`config.mk`:
```
export PLATFORM = sky130hd
export DESIGN_NAME = ptr_regfile
export DESIGN_NICKNAME = d
export VERILOG_FILES = /design/src/rtl/rf_pkg.sv /design/src/rtl/rf_ptr_map.sv /design/src/rtl/rf_ptr_adjust.sv /design/src/rtl/rf_bank.sv /design/src/rtl/ptr_regfile.sv
export SDC_FILE = /design/constraint.sdc
export NUM_CORES = 1
export LEC_CHECK = 0
export BUFFER_PORTS_ARGS = -buffer_cell sky130_fd_sc_hd__buf_2
export CAP_MARGIN = 20
export CORE_ASPECT_RATIO = 0.6
export CORE_MARGIN = 5
export CORE_UTILIZATION = 25
export CTS_CLUSTER_DIAMETER = 150
export CTS_CLUSTER_SIZE = 25
export DETAILED_ROUTE_END_ITERATION = 10
export PLACE_DENSITY = 0.47
export REMOVE_ABC_BUFFERS = 1
export SLEW_MARGIN = 20
export SYNTH_ARGS = -nofsm -noshare
export SYNTH_HDL_FRONTEND = slang
export SYNTH_SLANG_ARGS = --single-unit
export TNS_END_PERCENT = 1
```
`constraint.sdc`:
```
create_clock -name clk -period 4.2 [get_ports clk]
set_input_delay 1.26 -clock clk [delete_from_list [all_inputs] [get_ports clk]]
set_output_delay 1.26 -clock clk [all_outputs]
set_load 0.05 [all_outputs]
```
`src/rtl/rf_pkg.sv`:
```
package rf_pkg;
  typedef enum logic [1:0] {
    PSEL_NONE = 2'd0,
    PSEL_X    = 2'd1,
    PSEL_Y    = 2'd2,
    PSEL_Z    = 2'd3
  } psel_e;

  typedef enum logic [1:0] {
    POP_NONE = 2'd0,
    POP_LOAD = 2'd1,
    POP_INC  = 2'd2,
    POP_DEC  = 2'd3
  } pop_e;
endpackage

```
`src/rtl/rf_ptr_map.sv`:
```
// Maps a pointer select code onto the even (low-byte) register index of its pair.
module rf_ptr_map #(
  parameter int NUM_REGS = 32,
  parameter int IDX_W    = 5
) (
  input  logic [1:0]       sel,
  output logic             hit,
  output logic [IDX_W-1:0] lo_idx
);
  import rf_pkg::*;
  // Pairs occupy the top six registers; code 1 starts at NUM_REGS-6.
  localparam int FIRST_LO = NUM_REGS - 8;

  always_comb begin
    hit    = (psel_e'(sel) != PSEL_NONE);
    lo_idx = IDX_W'(FIRST_LO + 2 * int'(sel));
  end
endmodule

```
`src/rtl/rf_ptr_adjust.sv`:
```
// Computes the next pointer value for load, increment or decrement.
module rf_ptr_adjust #(
  parameter int PTR_W = 16
) (
  input  logic [PTR_W-1:0] cur,
  input  logic [1:0]       op,
  input  logic [PTR_W-1:0] load_val,
  output logic             en,
  output logic [PTR_W-1:0] nxt
);
  import rf_pkg::*;

  always_comb begin
    en  = 1'b1;
    nxt = cur;
    unique case (pop_e'(op))
      POP_LOAD: nxt = load_val;
      POP_INC:  nxt = cur + PTR_W'(1);
      POP_DEC:  nxt = cur - PTR_W'(1);
      default:  en  = 1'b0;
    endcase
  end
endmodule

```
`src/rtl/rf_bank.sv`:
```
// Register storage; a pair write takes priority over a byte write to the same register.
module rf_bank #(
  parameter int NUM_REGS = 32,
  parameter int DATA_W   = 8,
  parameter int IDX_W    = 5
) (
  input  logic                               clk,
  input  logic                               rst_n,
  input  logic                               byte_en,
  input  logic [IDX_W-1:0]                   byte_idx,
  input  logic [DATA_W-1:0]                  byte_data,
  input  logic                               pair_en,
  input  logic [IDX_W-1:0]                   pair_lo,
  input  logic [2*DATA_W-1:0]                pair_data,
  output logic [NUM_REGS-1:0][DATA_W-1:0]    regs
);
  for (genvar g = 0; g < NUM_REGS; g++) begin : g_reg
    localparam logic [IDX_W-1:0] GI = IDX_W'(g);
    logic pair_hit;
    logic byte_hit;
    logic [DATA_W-1:0] pair_byte;

    always_comb begin
      pair_hit  = pair_en && (pair_lo[IDX_W-1:1] == GI[IDX_W-1:1]);
      byte_hit  = byte_en && (byte_idx == GI);
      pair_byte = GI[0] ? pair_data[2*DATA_W-1:DATA_W] : pair_data[DATA_W-1:0];
    end

    always_ff @(posedge clk or negedge rst_n) begin
      if (!rst_n) begin
        regs[g] <= '0;
      end else if (pair_hit) begin
        regs[g] <= pair_byte;
      end else if (byte_hit) begin
        regs[g] <= byte_data;
      end
    end
  end
endmodule

```
`src/rtl/ptr_regfile.sv`:
```
module ptr_regfile #(
  parameter int NUM_REGS = 32,
  parameter int DATA_W   = 8,
  localparam int IDX_W   = $clog2(NUM_REGS),
  localparam int PTR_W   = 2 * DATA_W
) (
  input  logic              clk,
  input  logic              rst_n,
  input  logic [IDX_W-1:0]  rd_a_idx,
  output logic [DATA_W-1:0] rd_a_data,
  input  logic [IDX_W-1:0]  rd_b_idx,
  output logic [DATA_W-1:0] rd_b_data,
  input  logic              wr_en,
  input  logic [IDX_W-1:0]  wr_idx,
  input  logic [DATA_W-1:0] wr_data,
  input  logic [1:0]        ptr_rd_sel,
  output logic [PTR_W-1:0]  ptr_rd_data,
  input  logic [1:0]        ptr_wr_sel,
  input  logic [1:0]        ptr_wr_op,
  input  logic [PTR_W-1:0]  ptr_wr_data
);
  logic [NUM_REGS-1:0][DATA_W-1:0] regs;

  logic             rd_hit;
  logic [IDX_W-1:0] rd_lo;
  logic             wr_hit;
  logic [IDX_W-1:0] wr_lo;
  logic [PTR_W-1:0] wr_cur;
  logic [PTR_W-1:0] wr_nxt;
  logic             op_en;

  rf_ptr_map #(.NUM_REGS(NUM_REGS), .IDX_W(IDX_W)) u_rd_map (
    .sel(ptr_rd_sel), .hit(rd_hit), .lo_idx(rd_lo)
  );

  rf_ptr_map #(.NUM_REGS(NUM_REGS), .IDX_W(IDX_W)) u_wr_map (
    .sel(ptr_wr_sel), .hit(wr_hit), .lo_idx(wr_lo)
  );

  assign wr_cur = {regs[{wr_lo[IDX_W-1:1], 1'b1}], regs[wr_lo]};

  rf_ptr_adjust #(.PTR_W(PTR_W)) u_adjust (
    .cur(wr_cur), .op(ptr_wr_op), .load_val(ptr_wr_data),
    .en(op_en), .nxt(wr_nxt)
  );

  rf_bank #(.NUM_REGS(NUM_REGS), .DATA_W(DATA_W), .IDX_W(IDX_W)) u_bank (
    .clk(clk), .rst_n(rst_n),
    .byte_en(wr_en), .byte_idx(wr_idx), .byte_data(wr_data),
    .pair_en(wr_hit && op_en), .pair_lo(wr_lo), .pair_data(wr_nxt),
    .regs(regs)
  );

  always_comb begin
    rd_a_data   = regs[rd_a_idx];
    rd_b_data   = regs[rd_b_idx];
    ptr_rd_data = rd_hit ? {regs[{rd_lo[IDX_W-1:1], 1'b1}], regs[rd_lo]} : '0;
  end
endmodule

```
# Yosys cells after proc, flatten, opt, wreduce, memory -nomap -nowiden
# Index checks and enable logic that the tools add are counted.
dict set report op_classes {
  n_addsub 4
  magnitude_cmp 6
  eq_ne 49
  muxes 79
  reduce_logical 86
}
# cell count
set op_table {}
lappend op_table {{two-way mux 8 bit} 70}
lappend op_table {{binary-select mux 8 bit (select 5 bit)} 4}
lappend op_table {{== test 5 bit (second input constant)} 16}
lappend op_table {{nonzero test 2 bit} 34}
lappend op_table {{binary-select mux 8 bit (select 4 bit)} 2}
lappend op_table {{logical AND 1 bit} 49}
lappend op_table {{case mux 16 bit (3 select lines)} 1}
lappend op_table {{== test 5 x 4 -> 1 bit (second input constant)} 8}
lappend op_table {{less-than comparator 5 x 6 -> 1 bit (second input constant)} 6}
lappend op_table {{== test 4 bit (second input constant)} 8}
lappend op_table {{== test 5 x 3 -> 1 bit (second input constant)} 4}
lappend op_table {{adder 16 x 1 -> 16 bit (second input constant)} 1}
lappend op_table {{== test 4 x 3 -> 1 bit (second input constant)} 4}
lappend op_table {{two-way mux 16 bit} 1}
lappend op_table {{subtractor 16 x 1 -> 16 bit (second input constant)} 1}
lappend op_table {{adder 5 x 3 -> 5 bit (first input constant)} 2}
lappend op_table {{== test 5 x 2 -> 1 bit (second input constant)} 2}
lappend op_table {{== test 4 x 2 -> 1 bit (second input constant)} 2}
lappend op_table {{== test 5 x 1 -> 1 bit (second input constant)} 1}
lappend op_table {{logical NOT 5 bit} 1}
lappend op_table {{== test 2 bit (second input constant)} 2}
lappend op_table {{== test 4 x 1 -> 1 bit (second input constant)} 1}
lappend op_table {{logical NOT 4 bit} 1}
lappend op_table {{OR reduction 3 bit} 1}
lappend op_table {{other kinds (2)} 2}
dict set report word_totals {
  ff_bits 256
  input_bits 48
  out_inout_bits 32
  elab_cells 256
}

# Logic depth before layout (Yosys ltp)
dict set report logic_depth {
  word_depth 6
  mapped_depth 14
  depth_no_buf 11
}

# Modules after synthesis
# Synthesis repeated with hierarchy kept, for this count alone.
dict set report hier_totals {
  hier_cells 2361
  hier_area_um2 23515.1
}
# mod instances cells_each area_per_inst_um2 seq_area_each_um2
set modules_own_cells {}
lappend modules_own_cells {rf_bank 1 1594 13203.9 6406.1}
lappend modules_own_cells {ptr_regfile 1 558 8926.1 0.0}
lappend modules_own_cells {rf_ptr_adjust 1 193 1282.5 0.0}
lappend modules_own_cells {rf_ptr_map 2 8 51.3 0.0}

# Least setup slack after synthesis
# Ideal clock, no wire load.
dict set report synth_path {
  path_kind {in2reg}
  from {in ptr_wr_sel[0]}
  to {reg u_bank.regs[238] (netlist bit)}
  t_arrival_ns 4.254
  t_required_ns 4.074
  path_slack_ns -0.180
  path_stages 12
  cell_sequence {buf_2 > buf_2 > buf_2 > mux4_2 > ha_1 > o21ai_1 > or3b_1 > a21o_1 > a311oi_2 > o21ai_1 > nor3b_2 > o32a_1}
}
dict set report synth_via {
  elab_chain_cells 6
}
# item line_no
set synth_rtl {}
lappend synth_rtl {{from (decl)} ptr_regfile.sv:18} ;# input logic [1:0] ptr_wr_sel,
lappend synth_rtl {{adder 5 x 3 -> 5 bit} rf_ptr_map.sv:16} ;# lo_idx = IDX_W'(FIRST_LO + 2 * int'(sel));
lappend synth_rtl {{binary-select mux 8 bit (select 5 bit) / binary-select mux 8 bit (select 4 bit) (equally long branches)} ptr_regfile.sv:40} ;# assign wr_cur = {regs[{wr_lo[IDX_W-1:1], 1'b1}], regs[wr_lo]};
lappend synth_rtl {{two-way mux 8 bit (implied by the code)} ptr_regfile.sv:40}
lappend synth_rtl {{subtractor 16 x 1 -> 16 bit / adder 16 x 1 -> 16 bit (equally long branches)} {rf_ptr_adjust.sv:19, rf_ptr_adjust.sv:18}}
lappend synth_rtl {{case mux 16 bit (3 select lines)} rf_ptr_adjust.sv:16} ;# unique case (pop_e'(op))
lappend synth_rtl {{two-way mux 8 bit} rf_bank.sv:32} ;# end else if (pair_hit) begin
lappend synth_rtl {{to (signal, indexed assignment)} rf_bank.sv:33} ;# regs[g] <= pair_byte;
lappend synth_rtl {{to (signal, indexed assignment)} rf_bank.sv:35} ;# regs[g] <= byte_data;
lappend synth_rtl {{to (decl)} rf_bank.sv:15} ;# output logic [NUM_REGS-1:0][DATA_W-1:0] regs
# Parallel ways exist; a longest one is shown, timed or not. The select of a mux whose other input is x is not followed.
# A chain may end at the register's enable or synchronous reset.

# Worst setup path in the final report
dict set report layout_path {
  from {in rd_a_idx[1]}
  to {out rd_a_data[0]}
}
dict set report layout_via {
  elab_chain_cells 2
}
# item line_no
set layout_rtl {}
lappend layout_rtl {{from (decl)} ptr_regfile.sv:9} ;# input logic [IDX_W-1:0] rd_a_idx,
lappend layout_rtl {{binary-select mux 8 bit (select 5 bit)} ptr_regfile.sv:55} ;# rd_a_data = regs[rd_a_idx];
lappend layout_rtl {{two-way mux 8 bit (implied by the code)} ptr_regfile.sv:55}
lappend layout_rtl {{to (decl)} ptr_regfile.sv:10} ;# output logic [DATA_W-1:0] rd_a_data,
# No other way between the ends. The select of a mux whose other input is x is not followed.

==> impl_metrics.env <==
export IMPL_grt_pass1_vias=11300
export IMPL_avgSynthCellArea_um2=14.2
export IMPL_post_synth_instance_area_um2=15900
export IMPL_worstPathArrival_ns=3.12
export IMPL_setup_viol=16
export IMPL_path_max_fanout=8
export IMPL_ys_warn_count=0
export IMPL_slew_headroom=0.342
export IMPL_busiest_layer="met1"
export IMPL_pin_count=80
export IMPL_holdCritPathClass="reg -> reg"
export IMPL_async_flop_share=1.00
export IMPL_met1_usage=0.272
export IMPL_synth_edff_count=0
export IMPL_critPathRequiredTime_ns=2.94
export IMPL_endpoint_kind="output port"
export IMPL_clkSinkCount=256
export IMPL_wirelength_um=56600
export IMPL_path_cells="buf_12 -> buf_12 -> mux4_2 -> mux4_2 -> mux2_4 -> buf_6"
export IMPL_period_share=1.04
export IMPL_dieArea_um2=69000
export IMPL_layout_nets=1291
export IMPL_powerDensity_nw_per_um2=429
export IMPL_slew_viol_final=0
export IMPL_hold_buffers=0
export IMPL_n_fill_cell=6304
export IMPL_max_freq_mhz=228
export IMPL_violations="negative setup slack"
export IMPL_routedWlPerCell_um=27.4
export IMPL_reg_top3="u_bank.regs x256"
export IMPL_synth_seq_area_share=0.402
export IMPL_via_per_inst=5.41
export IMPL_yosys_register_bits=256
export IMPL_drc_errors=0
export IMPL_fin_ws_ns=-0.184
export IMPL_utilization=0.301
export IMPL_core_area_um2=62900
export IMPL_numCtsBuffers=14
export IMPL_status="finished with violations"
export IMPL_regMostFlops="u_bank.regs"
export IMPL_use_met3=0.0486
export IMPL_dp_final_hpwl_um=40600
export IMPL_root_buffer="clkbuf_16"
export IMPL_placed_area_um2=17900
export IMPL_rows=71
export IMPL_netlist_instances=1122
export IMPL_start_kind="input pin"
export IMPL_period_needed_ns=4.38
export IMPL_die_height_um=206
export IMPL_ant_nets=0
export IMPL_fp_dieW_um=336
export IMPL_yosys_top_cells_area="dfrtp_1 (40%), mux4_2 (25%), mux2_2 (18%)"
export IMPL_drive_gt1_frac=0.529
export IMPL_dr_first_iter_drc_count=1209
export IMPL_clk_latency_ns=0.52
export IMPL_grt_antenna_before_repair=6
export IMPL_io_buffers=79
export IMPL_p_leak_uw=0.00779
export IMPL_critical_path_max_stage_delay_ns=0.59
export IMPL_areaGrowthSynthToFinish_pct=18.8
export IMPL_firstDrtPassIters=5
export IMPL_dr_total_vias=11200
export IMPL_hold_viol=0
export IMPL_dp_cells=2035
export IMPL_drv_cap=0
export IMPL_largest_reg_flops=256
export IMPL_grtUsageMet2=0.210
export IMPL_grt_max_degree=62
export IMPL_start_util=0.253
export IMPL_peakVddDrop_v=0.000202
export IMPL_synth_flop_cell="dfrtp_1"
export IMPL_clk_pin_slew_worst_paths_ns=0.10
export IMPL_grt_util_all_layers=0.164
export IMPL_synth_cell_types=57
export IMPL_synth_top_area_share=0.402
export IMPL_crit_type="in -> out"
export IMPL_final_area_um2=18900
export IMPL_grt_pass1_wl_um=82900
export IMPL_clk_path_buf_depth=3
export IMPL_grt_overflow=0
export IMPL_tritoncts="built"
export IMPL_yosysTopAreaCell="dfrtp_1"
export IMPL_routabilityCongestion=0.847
export IMPL_cts_max_level=1
export IMPL_finalClockSkew_ns=0.00960
export IMPL_hold_ws_ns=0.529
export IMPL_finalNonFillerCells=2070
export IMPL_cp_slowest_cell="mux4_2"
export IMPL_worstMarginPinSlew_ns=0.984
export IMPL_rsz0062_at_grt="yes"
## power breakdown
part	switching, uW	internal [uW]
Sequential	537	2980
Combinational	1400	1630
Clock	899	658
Total	2840	5270
## area by class of cell
| type | instances | area (um^2) | share of cell area |
|---|---|---|---|
| inverters | 8 | 30.0 | 0.00159 |
| repair buffers | 194 | 1990 | 0.105 |
| clock inverters | 1 | 20.0 | 0.00106 |
| well taps | 839 | 1050 | 0.0555 |
| flip-flops and latches | 256 | 6410 | 0.339 |
| clock buffers | 15 | 375 | 0.0198 |
| multi-input cells | 754 | 9050 | 0.478 |
| diodes | 3 | 7.51 | 0.000397 |
## kinds of logic after synthesis
family,synth area share
buffers and inverters,0.0335
multiplexers,0.443
AO/OA/AOI/OAI,0.0577
AND/OR/NAND/NOR,0.0455
adder cells (fa/ha/maj),0.0123
flip-flops,0.402
XOR/XNOR,0.00550
## cells in the final DEF (no fill, tap or decap), drive strengths merged, types with 8 or more instances in the layout
cell	n
a21oi	35
nand2	42
clkbuf	17
inv	9
o21ai	24
nand2b	10
nor2b	26
nor2	30
a211oi	20
ha	14
dfrtp	256
mux2	254
buf	192
a22o	15
mux4	175
mux2i	26
a21o	8
## worst max-delay path: cells and delay by family
kind,cells,cell delay [ns]
buffers and inverters,3,0.44
multiplexers,3,1.40
## cells in the mapped netlist (2+ instances only)
| master | number |
|---|---|
| ha_1 | 14 |
| a211oi_1 | 20 |
| nor4_2 | 2 |
| xnor2_1 | 7 |
| buf_6 | 5 |
| inv_1 | 8 |
| nand3b_1 | 2 |
| a21oi_1 | 35 |
| xor2_1 | 3 |
| o221ai_1 | 3 |
| o32a_1 | 3 |
| o21ai_0 | 20 |
| buf_1 | 6 |
| a31o_2 | 2 |
| nor2b_1 | 26 |
| a22o_1 | 15 |
| o21ai_1 | 4 |
| a31oi_1 | 4 |
| a32oi_1 | 2 |
| o22ai_1 | 3 |
| or3_1 | 3 |
| nand3_1 | 5 |
| clkbuf_1 | 54 |
| nor3b_2 | 2 |
| nand4_1 | 5 |
| o32ai_1 | 3 |
| nand2b_1 | 10 |
| nor3_2 | 2 |
| o22a_1 | 2 |
| mux4_2 | 175 |
| nor2_1 | 29 |
| buf_4 | 11 |
| nand2_1 | 42 |
| nor3_1 | 5 |
| mux2_2 | 248 |
| dfrtp_1 | 256 |
| mux2_1 | 6 |
| a21o_1 | 8 |
| a2bb2oi_1 | 2 |
| buf_2 | 28 |
| mux2i_1 | 26 |
## worst paths after layout
check,start,endpoint,slack [ns],cells after the start
setup reg to reg,u_bank.regs[246],u_bank.regs[223],0.76,11
hold / removal,u_bank.regs[30],u_bank.regs[30],0.53,1
max in group asynchronous,rst_n,u_bank.regs[85],2.55,2
hold reg to reg,u_bank.regs[30],u_bank.regs[30],0.53,1
setup / recovery,rd_a_idx[1],rd_a_data[0],-0.18,6
min in group asynchronous,rst_n,u_bank.regs[246],0.65,1
## routing by layer
metal,vias up,part of all wire,wire length [um]
met1,6094,0.52,29500
li1,4625,-,-
met5,-,0.00028,16
met2,437,0.38,21300
met3,31,0.096,5410
met4,4,0.0072,408
## stage by stage
step	TNS (ns)	total power, uW	setup WS (ns)
after floorplan	0	5290	0.370
after global placement	-7.53	6370	-0.407
after detailed placement	-6.87	6420	-0.379
after CTS	-2.52	8120	-0.181
after global routing	-2.46	8510	-0.209
final	-1.95	8110	-0.184
## what timing repair did
action	4_1_cts	5_1_grt
buffers inserted	6	0
resized for setup	75	14
cloned	9	2
endpoints found under the setup margin	16	16
No activity file was read; power rests on OpenSTA's default activity.
